### config.mk
export PLATFORM = sky130hd
export DESIGN_NAME = i2c_dual_slave
export DESIGN_NICKNAME = d
export VERILOG_FILES = /design/src/rtl/i2cds_pkg.sv /design/src/rtl/i2cds_linemon.sv /design/src/rtl/i2cds_cfgreg.sv /design/src/rtl/i2cds_fsm.sv /design/src/rtl/i2c_dual_slave.sv
export SDC_FILE = /design/constraint.sdc
export NUM_CORES = 1
export LEC_CHECK = 0
export BUFFER_PORTS_ARGS = -buffer_cell sky130_fd_sc_hd__buf_2
export CAP_MARGIN = 20
export CORE_MARGIN = 2
export CORE_UTILIZATION = 23
export DETAILED_ROUTE_END_ITERATION = 12
export PLACE_DENSITY_LB_ADDON = 0.15
export SYNTH_ARGS = -nofsm -noshare
export SYNTH_HDL_FRONTEND = slang
export SYNTH_SLANG_ARGS = --single-unit
export TNS_END_PERCENT = 1
### constraint.sdc
create_clock -name clk -period 1.6 [get_ports clk]
set_input_delay 0.16 -clock clk [delete_from_list [all_inputs] [get_ports clk]]
set_output_delay 0.16 -clock clk [all_outputs]
set_load 0.1 [all_outputs]
### src/rtl/i2cds_pkg.sv
package i2cds_pkg;
  typedef enum logic [3:0] {
    ST_IDLE, ST_ADDR, ST_ACKD, ST_WR, ST_RD, ST_MACK, ST_REQ, ST_REL, ST_IGN
  } st_e;

  localparam int F_PROT = 5;
  localparam int F_ERR  = 4;
  localparam int F_ACT  = 3;
  localparam int F_NACK = 2;
  localparam logic [1:0] SZ_RSVD = 2'b11;
endpackage

### src/rtl/i2cds_linemon.sv
module i2cds_linemon (
  input  logic clk,
  input  logic rst_n,
  input  logic scl_i,
  input  logic sda_i,
  output logic scl_rise,
  output logic scl_fall,
  output logic start_c,
  output logic stop_c
);
  logic scl_q, sda_q;

  always_ff @(posedge clk) begin
    if (!rst_n) begin
      scl_q <= 1'b1;
      sda_q <= 1'b1;
    end else begin
      scl_q <= scl_i;
      sda_q <= sda_i;
    end
  end

  // SDA moving while SCL stays high marks START (falling) or STOP (rising)
  assign scl_rise = scl_i & ~scl_q;
  assign scl_fall = ~scl_i & scl_q;
  assign start_c  = scl_i & scl_q & sda_q & ~sda_i;
  assign stop_c   = scl_i & scl_q & ~sda_q & sda_i;
endmodule

### src/rtl/i2cds_cfgreg.sv
module i2cds_cfgreg import i2cds_pkg::*; #(
  parameter int DW = 8
) (
  input  logic          clk,
  input  logic          rst_n,
  input  logic          wr_en,
  input  logic [2:0]    wr_data,
  input  logic          upd_en,
  input  logic          upd_err,
  input  logic          upd_prot,
  input  logic          active,
  output logic [DW-1:0] rd_val,
  output logic [1:0]    size,
  output logic          nack_mode
);
  logic [1:0] size_q;
  logic       nack_q, err_q, prot_q;

  always_ff @(posedge clk) begin
    if (!rst_n) begin
      size_q <= 2'b00;
      nack_q <= 1'b0;
      err_q  <= 1'b0;
      prot_q <= 1'b0;
    end else begin
      if (wr_en) begin
        nack_q <= wr_data[2];
        if (wr_data[1:0] != SZ_RSVD) size_q <= wr_data[1:0];
      end
      if (upd_en) begin
        err_q  <= upd_err;
        prot_q <= upd_prot;
      end
    end
  end

  always_comb begin
    rd_val         = '0;
    rd_val[F_PROT] = prot_q;
    rd_val[F_ERR]  = err_q;
    rd_val[F_ACT]  = active;
    rd_val[F_NACK] = nack_q;
    rd_val[1:0]    = size_q;
  end

  assign size      = size_q;
  assign nack_mode = nack_q;
endmodule

### src/rtl/i2cds_fsm.sv
module i2cds_fsm import i2cds_pkg::*; #(
  parameter int AW = 7,
  parameter int DW = 8
) (
  input  logic          clk,
  input  logic          rst_n,
  input  logic          scl_i,
  input  logic          sda_i,
  input  logic          scl_rise,
  input  logic          scl_fall,
  input  logic          start_c,
  input  logic          stop_c,
  input  logic [AW-1:0] cfg_addr,
  input  logic [AW-1:0] mem_addr,
  input  logic          stretch_en,
  input  logic          nack_mode,
  input  logic [DW-1:0] cfg_rd,
  output logic          sda_oe,
  output logic          scl_oe,
  output logic          req_valid,
  input  logic          req_ready,
  output logic          req_write,
  output logic [DW-1:0] req_wdata,
  input  logic [DW-1:0] rsp_rdata,
  input  logic          rsp_err,
  input  logic          rsp_prot,
  output logic          cfg_we,
  output logic [2:0]    cfg_wdata,
  output logic          upd_en,
  output logic          active
);
  localparam int FW = AW + 1;
  localparam int SW = (FW > DW) ? FW : DW;
  localparam int CW = $clog2(SW + 1);

  st_e           st;
  logic [SW-1:0] sh;
  logic [DW-1:0] tx;
  logic [CW-1:0] cnt;
  logic          rw, tgt_mem, ack_q, req_rd, macked;
  logic          hs, wr_ack;

  assign req_valid = (st == ST_REQ) && (stretch_en || !scl_i);
  assign hs        = req_valid && req_ready;
  assign wr_ack    = !(nack_mode && (rsp_err || rsp_prot));
  assign req_write = !req_rd;
  assign req_wdata = sh[DW-1:0];
  assign upd_en    = hs;
  assign scl_oe    = stretch_en && ((st == ST_REQ) || (st == ST_REL));
  assign cfg_we    = (st == ST_WR) && scl_fall && (cnt == CW'(DW)) && !tgt_mem && !start_c && !stop_c;
  assign cfg_wdata = sh[2:0];
  assign active    = tgt_mem && !(st inside {ST_IDLE, ST_ADDR, ST_IGN});

  always_ff @(posedge clk) begin
    if (!rst_n) begin
      st      <= ST_IDLE;
      sh      <= '0;
      tx      <= '0;
      cnt     <= '0;
      rw      <= 1'b0;
      tgt_mem <= 1'b0;
      ack_q   <= 1'b0;
      req_rd  <= 1'b0;
      macked  <= 1'b0;
      sda_oe  <= 1'b0;
    end else if (start_c) begin
      st     <= ST_ADDR;
      cnt    <= '0;
      sda_oe <= 1'b0;
    end else if (stop_c) begin
      st     <= ST_IDLE;
      sda_oe <= 1'b0;
    end else begin
      case (st)
        ST_ADDR: begin
          if (scl_rise) begin
            sh  <= {sh[SW-2:0], sda_i};
            cnt <= cnt + 1'b1;
          end else if (scl_fall && cnt == CW'(FW)) begin
            rw <= sh[0];
            if (sh[AW:1] == cfg_addr) begin
              tgt_mem <= 1'b0;
              ack_q   <= 1'b1;
              sda_oe  <= 1'b1;
              st      <= ST_ACKD;
            end else if (sh[AW:1] == mem_addr) begin
              tgt_mem <= 1'b1;
              ack_q   <= 1'b1;
              sda_oe  <= 1'b1;
              st      <= ST_ACKD;
            end else begin
              st <= ST_IGN;
            end
          end
        end
        ST_ACKD: begin
          if (scl_fall) begin
            if (!ack_q) begin
              sda_oe <= 1'b0;
              st     <= ST_IGN;
            end else if (!rw) begin
              sda_oe <= 1'b0;
              cnt    <= '0;
              st     <= ST_WR;
            end else if (tgt_mem) begin
              sda_oe <= 1'b0;
              req_rd <= 1'b1;
              st     <= ST_REQ;
            end else begin
              tx     <= cfg_rd;
              sda_oe <= ~cfg_rd[DW-1];
              cnt    <= '0;
              st     <= ST_RD;
            end
          end
        end
        ST_WR: begin
          if (scl_rise) begin
            sh  <= {sh[SW-2:0], sda_i};
            cnt <= cnt + 1'b1;
          end else if (scl_fall && cnt == CW'(DW)) begin
            if (tgt_mem) begin
              req_rd <= 1'b0;
              st     <= ST_REQ;
            end else begin
              ack_q  <= 1'b1;
              sda_oe <= 1'b1;
              st     <= ST_ACKD;
            end
          end
        end
        ST_RD: begin
          if (scl_rise) begin
            cnt <= cnt + 1'b1;
          end else if (scl_fall) begin
            if (cnt == CW'(DW)) begin
              sda_oe <= 1'b0;
              st     <= ST_MACK;
            end else begin
              tx     <= tx << 1;
              sda_oe <= ~tx[DW-2];
            end
          end
        end
        ST_MACK: begin
          if (scl_rise) begin
            macked <= !sda_i;
          end else if (scl_fall) begin
            if (!macked) begin
              st <= ST_IGN;
            end else if (tgt_mem) begin
              req_rd <= 1'b1;
              st     <= ST_REQ;
            end else begin
              tx     <= cfg_rd;
              sda_oe <= ~cfg_rd[DW-1];
              cnt    <= '0;
              st     <= ST_RD;
            end
          end
        end
        ST_REQ: begin
          if (hs) begin
            if (req_rd) begin
              tx     <= rsp_rdata;
              sda_oe <= ~rsp_rdata[DW-1];
              cnt    <= '0;
            end else begin
              ack_q  <= wr_ack;
              sda_oe <= wr_ack;
            end
            if (stretch_en)  st <= ST_REL;
            else if (req_rd) st <= ST_RD;
            else             st <= ST_ACKD;
          end else if (!stretch_en && scl_i) begin
            sda_oe <= 1'b0;
            st     <= ST_IGN;
          end
        end
        ST_REL: st <= req_rd ? ST_RD : ST_ACKD;
        default: ;
      endcase
    end
  end
endmodule

### src/rtl/i2c_dual_slave.sv
module i2c_dual_slave import i2cds_pkg::*; #(
  parameter int AW = 7,
  parameter int DW = 8
) (
  input  logic          clk,
  input  logic          rst_n,
  input  logic          scl_i,
  input  logic          sda_i,
  output logic          scl_oe,
  output logic          sda_oe,
  input  logic [AW-1:0] cfg_addr,
  input  logic [AW-1:0] mem_addr,
  input  logic          stretch_en,
  output logic          mem_req_valid,
  input  logic          mem_req_ready,
  output logic          mem_req_write,
  output logic [DW-1:0] mem_req_wdata,
  output logic [1:0]    mem_req_size,
  input  logic [DW-1:0] mem_rsp_rdata,
  input  logic          mem_rsp_err,
  input  logic          mem_rsp_prot,
  output logic          mem_active
);
  logic          scl_rise, scl_fall, start_c, stop_c;
  logic          cfg_we, upd_en, nack_mode, active;
  logic [2:0]    cfg_wdata;
  logic [DW-1:0] cfg_rd;

  i2cds_linemon u_line (
    .clk(clk), .rst_n(rst_n), .scl_i(scl_i), .sda_i(sda_i),
    .scl_rise(scl_rise), .scl_fall(scl_fall), .start_c(start_c), .stop_c(stop_c)
  );

  i2cds_cfgreg #(.DW(DW)) u_reg (
    .clk(clk), .rst_n(rst_n), .wr_en(cfg_we), .wr_data(cfg_wdata),
    .upd_en(upd_en), .upd_err(mem_rsp_err), .upd_prot(mem_rsp_prot),
    .active(active), .rd_val(cfg_rd), .size(mem_req_size), .nack_mode(nack_mode)
  );

  i2cds_fsm #(.AW(AW), .DW(DW)) u_fsm (
    .clk(clk), .rst_n(rst_n), .scl_i(scl_i), .sda_i(sda_i),
    .scl_rise(scl_rise), .scl_fall(scl_fall), .start_c(start_c), .stop_c(stop_c),
    .cfg_addr(cfg_addr), .mem_addr(mem_addr), .stretch_en(stretch_en),
    .nack_mode(nack_mode), .cfg_rd(cfg_rd), .sda_oe(sda_oe), .scl_oe(scl_oe),
    .req_valid(mem_req_valid), .req_ready(mem_req_ready), .req_write(mem_req_write),
    .req_wdata(mem_req_wdata), .rsp_rdata(mem_rsp_rdata), .rsp_err(mem_rsp_err),
    .rsp_prot(mem_rsp_prot), .cfg_we(cfg_we), .cfg_wdata(cfg_wdata),
    .upd_en(upd_en), .active(active)
  );

  assign mem_active = active;
endmodule

==> results.md, run 1 <==
* 2640 um2 — netlist area before placement
* 312 — Gate Count Post-Synth
* 4.43 mm — Metal-1 WL
* 559 nW/um2 — areal power density over the cells
* -0.181 ns — smallest setup slack after layout
* sky130_fd_sc_hd__dfxtp_1 27%, sky130_fd_sc_hd__mux2i_1 7.6%, sky130_fd_sc_hd__o21ai_0 4.4% — cells taking the most area after synthesis
* 56.2% — relative area change from synthesis to final layout
* 45.9% — proportion of power drawn by the clock network
* 7.32 mm — post-DP HPWL
* 36 — TritonCTS Sinks
* 13 — critical-path maximum fanout
* sky130_fd_sc_hd__clkbuf_16 — Root Buffer Master
* 23.3% — initial core utilization
* 36.4% — Finished Core Util
* 0.497 ns — transition time at the pin with the least slew margin
* 2.00 ns — signal arrival time at the worst endpoint
* 0 — number of synthesized flops with an enable pin
* 0.29 ns — clock latency at the later pin of the worst-skew pair
* 27.3% — top-area cell type share of the netlist area
* 0 — max-cap check violation count
* yes — RSZ-0062 raised after global routing
* 0.07 ns — post-CTS clock slew at the launch and capture registers of the worst setup and hold paths
* 2 — buffer levels on the longest clock path
* 0 — number of antenna violations at the first check in global routing
* met4 — DR top layer
* 11300 um2 — Core ar.
* 39 — # rows
* 0.00928 ns — post-route clock skew
* 36 — number of synthesized register bits
* 1.82 ns — Data required, critical path
* u_fsm.st[0]$_SDFFE_PN0P_ — startpoint of the worst register-to-register path
* 67 — Cell variety after synth
* 7.59% — proportion of synthesized area in mux cells
* 0 — final hold violations
* 14.6% — Comb power frac
* 52.0% — share of cells above drive strength 1
* 39.5% — Reg power frac
* 0% — share of flip-flops with an asynchronous set or reset after synthesis
* 16.6 um — Routed WL per cell
* 4.68 mm — routed wire length on met2
* 344 — net count after synthesis
* flip-flop — type of element capturing the critical path
* 2839 — via count of the first global-routing pass
* 0 — max-slew violation count
* sky130_fd_sc_hd__or3b_4 — crit path max-delay cell type
* 45 — # IOs
* 583 — final instance count without filler cells
* 0.949% — post-synthesis adder-cell area fraction
* 111 um — chip height
* 25.5% — area fraction in compound gates after synthesis
* 0 — post-detailed-route DRC marker count
* 2 — number of H-tree levels
* simple AND/OR/NAND/NOR gates — largest family of logic cells by synthesized area
* 0 — aggregate global routing overflow
* flip-flop — Critical Path Source Type
* sky130_fd_sc_hd__dfxtp_1 — Synth Flop Type
* 569 — placed cell count
* sky130_fd_sc_hd__dfxtp_1 — area leader, netlist
* 0.655 mW — net load switching power
* 0.474 mV — maximum resistive drop on vdd
* 2809 — total vias in the final route
* 8.45 um2 — Mean Syn Cell Area
* 9.69 mm — DRT Wirelength
* 3 — instance count along the most critical hold path
* 0.42 ns — largest incremental delay on the critical path
* 44 — buffers added on ports
* 4.98% — xor and xnor fraction of the mapped netlist area
* 12300 um2 — Die Outline Area
* nand2b_4, or3b_4, nor2_1, a32o_1, nor4_1, a211oi_2 — Cell Chain, Critical Path
* u_fsm.sda_oe$_SDFFE_PP0P_ — Crit Reg-Reg Endpoint
* 27.3% — portion of the post-synthesis area used by sequential elements
* in2reg — Tightest Hold Check Type
* 67.1% — headroom to the max-slew limit
* 1.78 ns — final critical path time including I/O delays and setup
* -0.514 ns — post-placement worst setup slack
* 28.4% — switching part of the total
* setup timing — violated checks
* 1.63 nW — Leak
* mem_rsp_prot — Hold Startpoint
* -0.18 ns — setup slack on the worst flop-to-flop path
* 0 — Ys Warns
* 5 — total iterations of the first detailed-routing run
* 4.82 — number of vias per cell
* 111% — final period utilization
* 0 — buffers plus inverters on the worst setup path
* reg2reg — Setup Crit Path Kind
* 15.4 mm — global-route wire length before repair
* 27.2% — synthesized-area fraction occupied by and/or/nand/nor cells
* 562 MHz — f_max
* 32 — maximum number of pins on one net before global-route repair
* 316 um — met3 WL
* 0 — number of diodes
* 156 — first-iteration detailed-routing DRC count
* 471 — number of nets in the layout
* built — TritonCTS clock tree
* 5 — cts bufs inserted
* 0 — DRT antenna net count
* 0 — number of hold-repair buffers added at the cts stage
* finished, violations left — status
* 22 — setup violation total in the final timing report
* 0.901 — gpl congestion
* u_reg.prot_q$_SDFFE_PN0P_ — hold path endpoint
* 15.8% — global router's overall resource usage
* 1.65 mW — Power Internal
* 111 um — die extent in x
* 6 — number of cells on the worst reg-to-reg path
* simple AND/OR/NAND/NOR gates — cell type group with the largest total delay on the critical path
## registers in the layout (all words and copies together), names as in the netlist
name and flops:
u_reg.prot_q 1, u_reg.err_q 1, u_fsm.tx 7, u_reg.size 2, u_line.scl_q 1, u_line.sda_q 1
u_fsm.st 4, u_fsm.ack_q 1, u_fsm.rw 1, u_reg.nack_mode 1, u_fsm.cnt 4, u_fsm.req_wdata 8
u_fsm.sda_oe 1, u_fsm.tgt_mem 1, u_fsm.req_rd 1, u_fsm.macked 1
## worst min-delay path: stages
cell                      delay, ns
sky130_fd_sc_hd__buf_2         0.09
sky130_fd_sc_hd__mux2i_1       0.06
sky130_fd_sc_hd__nor2b_1       0.09
## area by class of cell
type	instances	area (um2)
fill	1186	7200
multi-input combinational	247	1950
timing repair buffer	140	1040
sequential	36	751
tap	143	179
clock buffer	5	125
inverter	9	45.0
clock inverter	3	23.8
## worst max path at each step
stage	startpoint	to	depth (start not counted)
2_1_floorplan	u_fsm.req_rd$_SDFFE_PN0P_	u_fsm.cnt[3]$_SDFFE_PP0P_	6
3_3_place_gp	u_fsm.st[1]$_SDFFE_PP0P_	u_fsm.st[1]$_SDFFE_PP0P_	7
3_5_place_dp	u_fsm.st[0]$_SDFFE_PN0P_	u_fsm.st[1]$_SDFFE_PP0P_	8
4_1_cts	u_fsm.st[0]$_SDFFE_PN0P_	u_fsm.st[1]$_SDFFE_PP0P_	6
5_1_grt	u_fsm.cnt[0]$_SDFFE_PP0P_	u_fsm.tx[4]$_SDFFE_PN0P_	9
6_report	u_fsm.st[0]$_SDFFE_PN0P_	u_fsm.sda_oe$_SDFFE_PP0P_	6
## synthesized netlist by cell type, drive strengths merged (7+ instances only)
library cell / count
a21boi: 8
nand2b: 14
buf: 13
dfxtp: 36
nor2b: 15
nor2: 20
a211o: 9
clkbuf: 7
xor2: 9
nand2: 27
mux2i: 20
inv: 9
o21ai: 23
a21oi: 12
## power groups by stage
stage / clock network [mW] / logic, mW / registers, mW
5_1_grt: 1.12 / 0.364 / 0.909
6_report: 1.06 / 0.337 / 0.908
2_1_floorplan: 0 / 0.153 / 0.935
3_3_place_gp: 0 / 0.304 / 0.932
4_1_cts: 1.08 / 0.316 / 0.909
3_5_place_dp: 0 / 0.302 / 0.932
## per-layer routing
| layer | track usage [%] | vias to the layer above |
|---|---|---|
| li1 | - | 1401 |
| met1 | 20.8 | 1322 |
| met2 | 26.0 | 67 |
| met3 | 2.73 | 19 |
| met4 | 5.76 | 0 |
| met5 | 0 | - |
## cell usage in the layout (no fill, tap or decap), types with 3 or more instances in the layout
cell	n
sky130_fd_sc_hd__nor2_1	15
sky130_fd_sc_hd__buf_6	11
sky130_fd_sc_hd__clkinvlp_4	5
sky130_fd_sc_hd__nand4_1	6
sky130_fd_sc_hd__a211o_1	8
sky130_fd_sc_hd__buf_4	84
sky130_fd_sc_hd__a21oi_1	7
sky130_fd_sc_hd__dfxtp_1	20
sky130_fd_sc_hd__nand2b_1	11
sky130_fd_sc_hd__xor2_1	9
sky130_fd_sc_hd__a21oi_2	4
sky130_fd_sc_hd__a211oi_2	5
sky130_fd_sc_hd__nor3_2	4
sky130_fd_sc_hd__mux2i_1	20
sky130_fd_sc_hd__buf_2	41
sky130_fd_sc_hd__buf_12	4
sky130_fd_sc_hd__xnor2_1	6
sky130_fd_sc_hd__nor2b_1	13
sky130_fd_sc_hd__a21boi_0	3
sky130_fd_sc_hd__and2_1	3
sky130_fd_sc_hd__o21ai_0	16
sky130_fd_sc_hd__nand2_2	3
sky130_fd_sc_hd__nand3_1	5
sky130_fd_sc_hd__clkbuf_16	5
sky130_fd_sc_hd__nor4_1	4
sky130_fd_sc_hd__dfxtp_2	12
sky130_fd_sc_hd__inv_2	3
sky130_fd_sc_hd__a21o_1	3
sky130_fd_sc_hd__nor2_2	5
sky130_fd_sc_hd__inv_1	3
sky130_fd_sc_hd__a21boi_2	5
sky130_fd_sc_hd__dfxtp_4	4
sky130_fd_sc_hd__nand2_1	24
sky130_fd_sc_hd__o21ai_1	7
## logic make-up after synthesis
kind of cell,after synthesis
flip-flops,36
XOR/XNOR,15
multiplexers,20
buffers and inverters,29
adder cells (fa/ha/maj),2
AO/OA/AOI/OAI,86
AND/OR/NAND/NOR,124
## what timing repair did
action / CTS / global route
setup endpoints to repair: 34 / 33
setup buffers: 2 / 4
gates resized for setup: 41 / 31
gates cloned: 0 / 0
hold endpoints to repair: 0 / 0
pin swaps: 16 / 12
## metrics by stage
step                      cell area [um2]  TNS, ns  hold WS [ns]  power (mW)
after floorplan                      2680    -2.23         0.257        1.09
after global placement               3670    -8.88         0.442        1.24
after detailed placement             3670    -9.04         0.447        1.23
after CTS                            3970    -2.47         0.141        2.31
after global routing                 4120    -4.15         0.156        2.39
final                                4120    -2.15         0.145        2.30
No activity file was read; power rests on OpenSTA's default activity.
==> inputs of run 2 (changes only) <==
==> constraint.sdc (replaced) <==
create_clock -name clk -period 2.2 [get_ports clk]
set_input_delay 0.22 -clock clk [delete_from_list [all_inputs] [get_ports clk]]
set_output_delay 0.22 -clock clk [all_outputs]
set_load 0.02 [all_outputs]
==> run 2 against run 1 <==
The flow now finishes without violations. Wire length decreased by 14%. Critical path depth unchanged. Combinational power decreased by 49%. Largest power group unchanged. Count of clock-buffer cells in the layout increased by 1. Core utilization decreased by 8.1 points. Critical endpoint is now u_fsm.st[1]$_SDFFE_PP0P_. Sequential power decreased by 26%. Design area decreased by 22%. Die area unchanged. Global-route usage decreased by 2.0 points. Worst hold slack improved by 0.069 ns.
==> results.md, run 2 (synthesis results as in run 1) <==
* 36 — TritonCTS Sinks
* 26.5% — share of cells above drive strength 1
* 39 — # rows
* 0.00399 ns — post-route clock skew
* 469 MHz — f_max
* 237 — first-iteration detailed-routing DRC count
* 0 — number of diodes
* 4 — total iterations of the first detailed-routing run
* flip-flop — Critical Path Source Type
* 5.02 — number of vias per cell
* u_reg.err_q$_SDFFE_PN0P_ — hold path endpoint
* 517 nW/um2 — areal power density over the cells
* 0 — max-slew violation count
* built — TritonCTS clock tree
* flip-flop — type of element capturing the critical path
* 0 — number of antenna violations at the first check in global routing
* 0 — post-detailed-route DRC marker count
* 16.7 um — Routed WL per cell
* mem_rsp_err — Hold Startpoint
* 21.3% — relative area change from synthesis to final layout
* u_fsm.st[3]$_SDFFE_PP0P_ — startpoint of the worst register-to-register path
* sky130_fd_sc_hd__buf_2 — most common cell after layout, fill and taps aside
* 0 — aggregate global routing overflow
* no — RSZ-0062 raised after global routing
* 6 — number of cells on the worst reg-to-reg path
* 1250 — fill cell instance count of the final layout
* 0 — setup violation total in the final timing report
* 723 um2 — sequential cell area in the final layout
* 2.42 ns — Data required, critical path
* 2493 — via count of the first global-routing pass
* 5 — cts bufs inserted
* 0 — DRT antenna net count
* 0.07 ns — setup slack on the worst flop-to-flop path
* 2 — buffer levels on the longest clock path
* 11 — critical-path maximum fanout
* 1750 um2 — area of combinational cells with multiple inputs
* 0.841 — gpl congestion
* 40.4% — Reg power frac
* 2.35 ns — signal arrival time at the worst endpoint
* 23.3% — initial core utilization
* 0 ns — Post-Route Setup TNS
* 0 — number of buffers inserted by post-CTS setup repair
* 32 — maximum number of pins on one net before global-route repair
* 12300 um2 — Die Outline Area
* 0 — max-cap check violation count
* 8.37 mm — DRT Wirelength
* 59.8% — headroom to the max-slew limit
* 13.8% — global router's overall resource usage
* 49.2% — proportion of power drawn by the clock network
* finished, final reports clean — status
* 0.28 ns — clock latency at the later pin of the worst-skew pair
* 0.06 ns — post-CTS clock slew at the launch and capture registers of the worst setup and hold paths
* 2520 — total vias in the final route
* 13.4 mm — global-route wire length before repair
* 44 — buffers added on ports
* 0 — final hold violations
* 10.3% — Comb power frac
* 1.65 mW — overall power after layout
* 44 x sky130_fd_sc_hd__buf_2, 34 x sky130_fd_sc_hd__dfxtp_1, 27 x sky130_fd_sc_hd__nand2_1 — commonest cells after routing, fill and taps aside
* 1.27 mW — Power Internal
* 96.9% — final period utilization
* 6.36 mm — post-DP HPWL
* 2 — number of H-tree levels
* 45 — # IOs
* 111 um — die extent in x
* 0.384 mW — net load switching power
* 23.2% — switching part of the total
* 390 — number of nets in the layout
* 3 — instance count along the most critical hold path
* in2reg — Tightest Hold Check Type
* sky130_fd_sc_hd__clkbuf_16 — Root Buffer Master
* 1.21 nW — Leak
* u_fsm.st[1]$_SDFFE_PP0P_ — Crit Reg-Reg Endpoint
* 0.596 ns — transition time at the pin with the least slew margin
* 11300 um2 — Core ar.
* 2.13 ns — final critical path time including I/O delays and setup
* 0.0681 ns — smallest setup slack after layout
* reg2reg — Setup Crit Path Kind
* 8 — number of flip-flops in the largest register
* 111 um — chip height
* 0.245 mV — maximum resistive drop on vdd
* 0.0553 ns — post-placement worst setup slack
-- run 2: critical path: stages, from the launching register on --
cell and delay [ns]:
sky130_fd_sc_hd__dfxtp_1 0.64, sky130_fd_sc_hd__and4bb_1 0.32, sky130_fd_sc_hd__nand3b_1 0.14, sky130_fd_sc_hd__nand4_1 0.17, sky130_fd_sc_hd__a211oi_2 0.46, sky130_fd_sc_hd__o221ai_2 0.18, sky130_fd_sc_hd__a21oi_2 0.15
-- run 2: routing by layer --
metal  GRT usage (%)  wire, um  vias to the layer above  part of all wire [%]
met2            23.5      4000                       84                    48
met5               0         0                        -                     0
met3            2.41       396                       19                   4.7
li1                -         -                     1229                     -
met1            17.0      3690                     1188                    44
met4            6.09       289                        0                   3.5
-- run 2: worst max path at each step --
stage / cells after the start / endpoint / from / slack [ns]
2_1_floorplan: 7 / u_fsm.sda_oe$_SDFFE_PP0P_ / u_fsm.st[0]$_SDFFE_PN0P_ / 0.51
3_3_place_gp: 6 / u_fsm.st[1]$_SDFFE_PP0P_ / u_fsm.st[0]$_SDFFE_PN0P_ / 0.05
4_1_cts: 6 / u_fsm.sda_oe$_SDFFE_PP0P_ / u_fsm.st[0]$_SDFFE_PN0P_ / 0.05
6_report: 6 / u_fsm.st[1]$_SDFFE_PP0P_ / u_fsm.st[3]$_SDFFE_PP0P_ / 0.07
5_1_grt: 6 / u_fsm.sda_oe$_SDFFE_PP0P_ / u_fsm.st[3]$_SDFFE_PP0P_ / 0.04
3_5_place_dp: 6 / u_fsm.sda_oe$_SDFFE_PP0P_ / u_fsm.st[0]$_SDFFE_PN0P_ / 0.06
-- run 2: what timing repair did --
action / 4_1_cts / 5_1_grt
endpoints found under the setup margin: 0 / 6
hold buffers: 0 / 0
gates resized for setup: 0 / 2
-- run 2: power by group through the flow --
stage,logic (mW),clock network [mW],registers (mW)
CTS,0.172,0.847,0.667
global route,0.188,0.871,0.668
detailed placement,0.171,0,0.681
global placement,0.173,0,0.681
finish,0.171,0.813,0.668
floorplan,0.110,0,0.677
-- run 2: layout make-up --
cell class,count,share of cell area (%)
Inverter,9,1.06
Clock buffer,6,4.03
Multi-Input combinational cell,247,54.8
Tap cell,143,5.60
Timing Repair Buffer,59,10.8
Clock inverter,2,1.10
Sequential cell,36,22.6
-- run 2: through the flow --
stage,hold slack [ns],util [%],area [um2],instances
2_1_floorplan,0.317,-,2640,312
3_3_place_gp,0.456,26.8,3030,494
3_5_place_dp,0.458,26.8,3030,494
4_1_cts,0.206,28.2,3190,502
5_1_grt,0.211,28.2,3200,502
6_report,0.214,28.2,3200,502
